<file path="src/rtl/stag_pkg.sv">
package stag_pkg;
   typedef enum logic [1:0] {
      VF_IDLE  = 2'd0,
      VF_CLOSE = 2'd1,
      VF_OPEN  = 2'd2
   } vf_mode_e;
endpackage

</file>
<file path="src/rtl/stag_pick.sv">
module stag_pick #(
   parameter int N_OUT     = 8,
   parameter int N_GRP     = 4,
   parameter int GW        = 2,
   parameter int IDW       = 3,
   parameter bit LOW_FIRST = 1'b1
) (
   input  logic [N_OUT-1:0]    pend,
   input  logic [N_OUT-1:0]    inhibit,
   input  logic [N_OUT*GW-1:0] grp_of,
   input  logic [GW-1:0]       grp,
   output logic                any_elig,
   output logic [IDW-1:0]      pick_id,
   output logic [N_OUT-1:0]    skip_vec,
   output logic                grp_has
);
   logic [N_OUT-1:0] in_g;
   logic [N_OUT-1:0] elig;

   if (N_GRP > (1 << GW)) begin : g_bad_gw
      $error("stag_pick: GW too narrow for N_GRP");
   end

   always_comb begin
      for (int i = 0; i < N_OUT; i++) in_g[i] = (grp_of[i*GW +: GW] == grp);
   end

   assign elig     = pend & ~inhibit & in_g;
   assign skip_vec = pend & inhibit & in_g;
   assign grp_has  = |(pend & in_g);
   assign any_elig = |elig;

   if (LOW_FIRST) begin : g_low
      always_comb begin
         pick_id = '0;
         for (int i = N_OUT-1; i >= 0; i--) if (elig[i]) pick_id = IDW'(i);
      end
   end else begin : g_high
      always_comb begin
         pick_id = '0;
         for (int i = 0; i < N_OUT; i++) if (elig[i]) pick_id = IDW'(i);
      end
   end
endmodule

</file>
<file path="src/rtl/stag_pace.sv">
module stag_pace #(
   parameter int TW  = 16,
   parameter int TSW = 32
) (
   input  logic           clk,
   input  logic           rst_n,
   input  logic           tick,
   input  logic           close_fire,
   input  logic [TW-1:0]  cfg_space,
   output logic           space_ok,
   output logic [TSW-1:0] ts
);
   logic [TW-1:0] gap;

   always_ff @(posedge clk) begin
      if (!rst_n) begin
         gap <= '0;
         ts  <= '0;
      end else begin
         if (close_fire)            gap <= cfg_space;
         else if (tick && gap != 0) gap <= gap - 1'b1;
         if (tick) ts <= ts + 1'b1;
      end
   end

   assign space_ok = (gap == '0);

   AST_SPACE_LOAD: assert property (@(posedge clk) disable iff (!rst_n)
      close_fire && cfg_space != '0 |=> !space_ok);
endmodule

</file>
<file path="src/rtl/stag_win.sv">
module stag_win
   import stag_pkg::*;
#(
   parameter int TW = 16
) (
   input  logic          clk,
   input  logic          rst_n,
   input  logic          tick,
   input  logic          start_close,
   input  logic          start_open,
   input  logic          cur_ok,
   input  logic [TW-1:0] cfg_inrush,
   input  logic [TW-1:0] cfg_verify,
   output logic          in_inrush,
   output logic          ev_ok,
   output logic          ev_fail,
   output logic          ev_weld
);
   logic [TW-1:0] irc;
   logic [TW-1:0] vc;
   vf_mode_e      mode;

   always_ff @(posedge clk) begin
      if (!rst_n) begin
         irc <= '0;
      end else if (start_close) begin
         irc <= cfg_inrush;
      end else if (start_open) begin
         irc <= '0;
      end else if (tick && irc != '0) begin
         irc <= irc - 1'b1;
      end
   end

   assign in_inrush = (irc != '0);

   always_ff @(posedge clk) begin
      if (!rst_n) begin
         mode    <= VF_IDLE;
         vc      <= '0;
         ev_ok   <= 1'b0;
         ev_fail <= 1'b0;
         ev_weld <= 1'b0;
      end else begin
         ev_ok   <= 1'b0;
         ev_fail <= 1'b0;
         ev_weld <= 1'b0;
         if (start_close) begin
            mode <= VF_CLOSE;
            vc   <= cfg_verify;
         end else if (start_open) begin
            mode <= VF_OPEN;
            vc   <= cfg_verify;
         end else begin
            case (mode)
               VF_CLOSE: begin
                  if (cur_ok) begin
                     ev_ok <= 1'b1;
                     mode  <= VF_IDLE;
                  end else if (vc == '0) begin
                     ev_fail <= 1'b1;
                     mode    <= VF_IDLE;
                  end else if (tick) begin
                     vc <= vc - 1'b1;
                  end
               end
               VF_OPEN: begin
                  if (vc == '0) begin
                     ev_weld <= cur_ok;
                     ev_ok   <= !cur_ok;
                     mode    <= VF_IDLE;
                  end else if (tick) begin
                     vc <= vc - 1'b1;
                  end
               end
               default: mode <= VF_IDLE;
            endcase
         end
      end
   end

   AST_FAIL_NO_CUR: assert property (@(posedge clk) disable iff (!rst_n)
      ev_fail |-> !$past(cur_ok));
   AST_WELD_HAS_CUR: assert property (@(posedge clk) disable iff (!rst_n)
      ev_weld |-> $past(cur_ok));
   AST_ONE_VERDICT: assert property (@(posedge clk) disable iff (!rst_n)
      $onehot0({ev_ok, ev_fail, ev_weld}));
endmodule

</file>
<file path="src/rtl/outlet_stagger_seq.sv">
module outlet_stagger_seq #(
   parameter int N_OUT     = 8,
   parameter int N_GRP     = 4,
   parameter int TW        = 16,
   parameter int TSW       = 32,
   parameter bit LOW_FIRST = 1'b1,
   localparam int GW   = (N_GRP > 1) ? $clog2(N_GRP) : 1,
   localparam int IDW  = (N_OUT > 1) ? $clog2(N_OUT) : 1,
   localparam int CNTW = $clog2(N_OUT + 1)
) (
   input  logic                clk,
   input  logic                rst_n,
   input  logic                tick,
   input  logic [N_OUT-1:0]    req_on,
   input  logic [N_OUT-1:0]    req_off,
   input  logic [N_OUT-1:0]    inhibit,
   input  logic [N_OUT*GW-1:0] grp_of,
   input  logic [N_OUT-1:0]    cur_ok,
   input  logic [TW-1:0]       cfg_space,
   input  logic [TW-1:0]       cfg_inrush,
   input  logic [TW-1:0]       cfg_verify,
   input  logic [CNTW-1:0]     cfg_max,
   output logic [N_OUT-1:0]    drive,
   output logic                busy,
   output logic [GW-1:0]       active_grp,
   output logic [CNTW-1:0]     inrush_cnt,
   output logic                evt_close,
   output logic [IDW-1:0]      evt_id,
   output logic [TSW-1:0]      evt_time,
   output logic [N_OUT-1:0]    evt_ok,
   output logic [N_OUT-1:0]    evt_fail,
   output logic [N_OUT-1:0]    evt_weld,
   output logic [N_OUT-1:0]    evt_skip
);
   if (N_OUT < 2) begin : g_bad_nout
      $error("outlet_stagger_seq: N_OUT must be at least 2");
   end
   if (N_GRP < 1 || N_GRP > N_OUT) begin : g_bad_ngrp
      $error("outlet_stagger_seq: N_GRP out of range");
   end
   if (TW < 2 || TSW < 2) begin : g_bad_tw
      $error("outlet_stagger_seq: counter widths too small");
   end

   logic [N_OUT-1:0] pend;
   logic [GW-1:0]    grp;
   logic             any_elig;
   logic [IDW-1:0]   pick_id;
   logic [N_OUT-1:0] skip_vec;
   logic             grp_has;
   logic             space_ok;
   logic [TSW-1:0]   ts;
   logic             close_fire;
   logic [N_OUT-1:0] close_vec;
   logic [N_OUT-1:0] start_open;
   logic [N_OUT-1:0] in_inr;

   stag_pick #(
      .N_OUT(N_OUT), .N_GRP(N_GRP), .GW(GW), .IDW(IDW), .LOW_FIRST(LOW_FIRST)
   ) u_pick (
      .pend(pend), .inhibit(inhibit), .grp_of(grp_of), .grp(grp),
      .any_elig(any_elig), .pick_id(pick_id), .skip_vec(skip_vec), .grp_has(grp_has)
   );

   stag_pace #(.TW(TW), .TSW(TSW)) u_pace (
      .clk(clk), .rst_n(rst_n), .tick(tick), .close_fire(close_fire),
      .cfg_space(cfg_space), .space_ok(space_ok), .ts(ts)
   );

   assign close_fire = any_elig && space_ok && (inrush_cnt < cfg_max) && !req_off[pick_id];
   assign close_vec  = close_fire ? (N_OUT'(1) << pick_id) : '0;
   assign start_open = req_off & drive;

   for (genvar i = 0; i < N_OUT; i++) begin : g_win
      stag_win #(.TW(TW)) u_win (
         .clk(clk), .rst_n(rst_n), .tick(tick),
         .start_close(close_vec[i]), .start_open(start_open[i]), .cur_ok(cur_ok[i]),
         .cfg_inrush(cfg_inrush), .cfg_verify(cfg_verify),
         .in_inrush(in_inr[i]), .ev_ok(evt_ok[i]), .ev_fail(evt_fail[i]), .ev_weld(evt_weld[i])
      );
   end

   always_comb begin
      inrush_cnt = '0;
      for (int i = 0; i < N_OUT; i++) inrush_cnt = inrush_cnt + CNTW'(in_inr[i]);
   end

   always_ff @(posedge clk) begin
      if (!rst_n) begin
         pend      <= '0;
         drive     <= '0;
         grp       <= '0;
         evt_close <= 1'b0;
         evt_id    <= '0;
         evt_time  <= '0;
         evt_skip  <= '0;
      end else begin
         evt_close <= close_fire;
         evt_skip  <= skip_vec & ~req_off;
         if (close_fire) begin
            evt_id   <= pick_id;
            evt_time <= ts;
         end
         drive <= (drive | close_vec) & ~req_off;
         pend  <= (pend | (req_on & ~drive & ~close_vec)) & ~close_vec & ~skip_vec & ~req_off;
         if (!grp_has && pend != '0)
            grp <= (grp == GW'(N_GRP-1)) ? '0 : grp + 1'b1;
      end
   end

   assign busy       = |pend;
   assign active_grp = grp;

   AST_ONE_CLOSE: assert property (@(posedge clk) disable iff (!rst_n)
      $onehot0(drive & ~$past(drive)));
   AST_GRP_HOLD: assert property (@(posedge clk) disable iff (!rst_n)
      (grp != $past(grp)) |-> !$past(grp_has));
   AST_NO_BACK2BACK: assert property (@(posedge clk) disable iff (!rst_n)
      close_fire && cfg_space != '0 |=> !close_fire);
   AST_BUDGET: assert property (@(posedge clk) disable iff (!rst_n)
      close_fire |-> inrush_cnt < cfg_max);
   AST_OFF_WINS: assert property (@(posedge clk) disable iff (!rst_n)
      (req_off != '0) |=> ((drive & $past(req_off)) == '0));
endmodule

</file>
<file path="config.mk">
export PLATFORM = sky130hd
export DESIGN_NAME = outlet_stagger_seq
export DESIGN_NICKNAME = d
export VERILOG_FILES = /design/src/rtl/stag_pkg.sv /design/src/rtl/stag_pick.sv /design/src/rtl/stag_pace.sv /design/src/rtl/stag_win.sv /design/src/rtl/outlet_stagger_seq.sv
export SDC_FILE = /design/constraint.sdc
export NUM_CORES = 1
export LEC_CHECK = 0
export ABC_AREA = 1
export BUFFER_PORTS_ARGS = -buffer_cell sky130_fd_sc_hd__buf_2
export CELL_PAD_IN_SITES_DETAIL_PLACEMENT = 2
export CELL_PAD_IN_SITES_GLOBAL_PLACEMENT = 2
export CORE_UTILIZATION = 33
export CTS_CLUSTER_SIZE = 25
export DETAILED_ROUTE_END_ITERATION = 12
export PLACE_DENSITY_LB_ADDON = 0.12
export SETUP_SLACK_MARGIN = 0.3
export SLEW_MARGIN = 30
export SYNTH_ARGS = -nofsm -noshare
export SYNTH_HDL_FRONTEND = slang
export SYNTH_SLANG_ARGS = --single-unit
</file>
<file path="constraint.sdc">
create_clock -name clk -period 7.5 [get_ports clk]
set_input_delay 1.5 -clock clk [delete_from_list [all_inputs] [get_ports clk]]
set_output_delay 1.5 -clock clk [all_outputs]
set_load 0.02 [all_outputs]
</file>
==> flow_summary.ini <==
[clock_network]
clock_sink_count = 406
cts-hold-fix-buffers = 0
clock_root_buffer = clkbuf_16
worstSkewPairLatency_ps = 620
cts_tree = built
cts.path.max_buffers = 3
tritoncts.num_buffers = 52
htree_num_levels = 2
clkTransAtPathRegs_ps = 60

[placed_design]
placement.io_buffers = 185
placedCellCount = 5162
postPlaceCellArea_um2 = 26900
dp_worst_setup_slack_ps = 69.2
place.detailed.hpwl_um = 70600
gpl.final_weighted_congestion = 0.822

[sta]
final_max_slew_viol_count = 0
timing.clock.skew_ps = 17.0
finalSetupViolCount = 0
layout_min_cycle_time_ps = 6750
final_min_period_over_clock_period = 0.899
worst_hold_margin_ps = 463
setup_repair_after_global_routing_missed_its_margin = yes
achievable-frequency_mhz = 148
finalHoldViolations = 0
tightest_slew_margin_relative_to_the_limit = 0.342
final.setup.worst_slack_ps = 754
worst-slew-pin-transition_ps = 986
finalSetupTns_ps = 0

[route]
avgViaCountPerCell = 5.09
drc_errors = 0
routed_wire_length_per_instance_um = 19.3
first_pass_iters = 5
routed_wl_um = 102000
route.vias.total = 26807
detailed_router_s_first_iteration_violation_count = 1106
route.antenna.remaining_nets = 0

[synthesis]
synth.avg_cell_area_um2 = 6.15
post_synth_inst_count = 4110
synth.distinct_cells = 55
mappedNetlistNets = 4258
yosys_register_bits = 406
ys_seq_area_frac = 0.321
async_reset_ff_frac = 0
yosys_most_used_dff = dfxtp_1
count_of_flip_flops_with_a_built_in_enable_after_synthesis = 0
yosysWarnings = 0
synth.cell_area_um2 = 25300

[cells_and_area]
final-instance-count-excl-fill = 5267
fill_cells = 9456
final_util = 0.381
syn2layout_area_growth_pct = 14.3
layout_cell_share_with_drive_strength_beyond_1 = 0.0942
most_frequent_cells_in_the_layout = nand2_1 (1257), inv_1 (520), nor2_1 (421)
mostFrequentLayoutCell = nand2_1
final_cell_area_um2 = 28900
layout_net_count = 4343

[global_routing]
gr-total-overflow = 0
grt_first_pass_wirelength_um = 159000
grt_usage = 0.259
antenna_violations_before_repair = 3
grt_max_degree = 101
number_of_global_route_vias_before_repair = 28159

[worst_setup_path]
crit_path_end_kind = register
critical_path.startpoint_type = register
worst_ep_required_time_ps = 8050
worst_path_largest_cell_delay_ps = 570
cp_top_family = adder cells
path_buf_inv = 5
critical_path_peak_fanout = 17
cp.arrival_ps = 7290
worstSetupPathType = register to register
worstSetupStartpoint = g_win[0].u_win.irc[0]
crit_top_cell = fa_1
critical_path.reg2reg.startpoint = g_win[0].u_win.irc[0]
cpMaxStageDelayCell = fa_1

[power]
finalPower_mw = 6.57
pwr_density_cell_nw_per_um2 = 227
power.sequential.fraction = 0.367
internal_power_mw = 4.38
comb_power_frac = 0.227
power.switching_mw = 2.18
sw_frac_of_total = 0.333
leakage_nw = 14.0
power.share.clock = 0.406
irDropWorstVdd_uv = 170

[floorplanning]
initial_core_util = 0.333
floorplan.rows = 101
dieArea_um2 = 77800
floorplan.die.height_um = 279
coreArea_um2 = 75900
fp.dieW_um = 279
num_io_pins = 186

[status]
status = completed

[worst_hold_path]
min-delay-path-class = register to register
hp-start = evt_time[31]

[flow_run]
maxCapViolations = 0
## cells by family (layout without fill, tap and decap cells)
group | count (synthesis) | in the layout | synth area share
and+or+nand+nor | 2266 | 2266 | 0.379
buffers and inverters | 747 | 872 | 0.120
AOI/OAI and AO/OA | 484 | 484 | 0.100
DFF | 406 | 406 | 0.321
xor gates and xnor gates | 162 | 162 | 0.0564
adders and majority gates | 45 | 45 | 0.0234
other | 0 | 2 | 0
## cell usage after synthesis, drive strengths merged (3+ instances only)
master     n  share of area
xor2     117          0.041
a211oi     6         0.0018
nor4      24         0.0059
ha        41          0.020
nand2   1273           0.19
nor3      96          0.020
nor3b      5         0.0015
nor2     438          0.067
xnor2     45          0.016
a21oi    280          0.056
or2       19         0.0047
o21ai    160          0.032
a31oi     15         0.0037
o21a       9         0.0027
or3        5         0.0012
dfxtp    406           0.32
o31ai      3        0.00089
o211ai     4         0.0012
clkbuf    91          0.014
and3b      5         0.0017
fa         4         0.0032
and3       6         0.0015
clkinv    15         0.0022
inv      533          0.079
nand4     94          0.024
buf      108          0.025
nand3    295          0.059
## state kept, by name (all words and copies together), names as in the netlist
name	cells
g_win.u_win.ev_weld	8
g_win.u_win.vc	128
g_win.u_win.irc	128
evt_close	1
g_win.u_win.mode	16
drive	8
u_pace.ts	32
active_grp	2
g_win.u_win.ev_fail	8
pend	8
u_pace.gap	16
evt_skip	8
g_win.u_win.ev_ok	8
evt_time	32
evt_id	3
## tightest hold or removal path, cell delays in order (launching register included)
cell and delay (ps):
dfxtp_1 310, nand2_1 60, a21oi_1 50
## area by class of cell
| class | instances | area [um2] | share of cell area |
|---|---|---|---|
| inverter | 548 | 2070 | 0.0716 |
| clock inverter | 16 | 218 | 0.00753 |
| timing repair buffer | 230 | 1380 | 0.0476 |
| multi-input combinational | 2957 | 14300 | 0.493 |
| tap | 1030 | 1290 | 0.0446 |
| clock buffer | 78 | 1560 | 0.0540 |
| sequential | 406 | 8130 | 0.281 |
| antenna | 2 | 5.00 | 0.000173 |
## power groups by stage
stage | Combinational, mW | Sequential, mW | Clock [mW]
6_report | 1.49 | 2.41 | 2.67
3_3_place_gp | 1.43 | 2.45 | 0
5_1_grt | 1.68 | 2.43 | 2.81
2_1_floorplan | 1.06 | 2.42 | 0
4_1_cts | 1.50 | 2.41 | 2.73
3_5_place_dp | 1.47 | 2.46 | 0
## layer usage
metal,share of wire,global-route usage,up-vias
li1,-,-,13092
met1,0.46,0.333,13229
met2,0.48,0.448,356
met3,0.031,0.0288,130
met4,0.029,0.0871,0
met5,0,0,-
## worst paths after layout
path | to | slack [ps] | cells past startpoint
worst min register to register | evt_time[31] | 460 | 2
worst max-delay path | g_win[7].u_win.irc[1] | 750 | 28
worst max register to register | g_win[7].u_win.irc[1] | 750 | 28
worst min-delay path | evt_time[31] | 460 | 2
## repair_timing
| item | in CTS | in global routing |
|---|---|---|
| resized for setup | 7 | 27 |
| cloned | 0 | 0 |
| buffers inserted | 5 | 4 |
| endpoints found under the setup margin | 145 | 332 |
| pin swaps | 4 | 2 |
| hold endpoints to repair | 0 | 0 |
(Power assumes the default switching activity.)
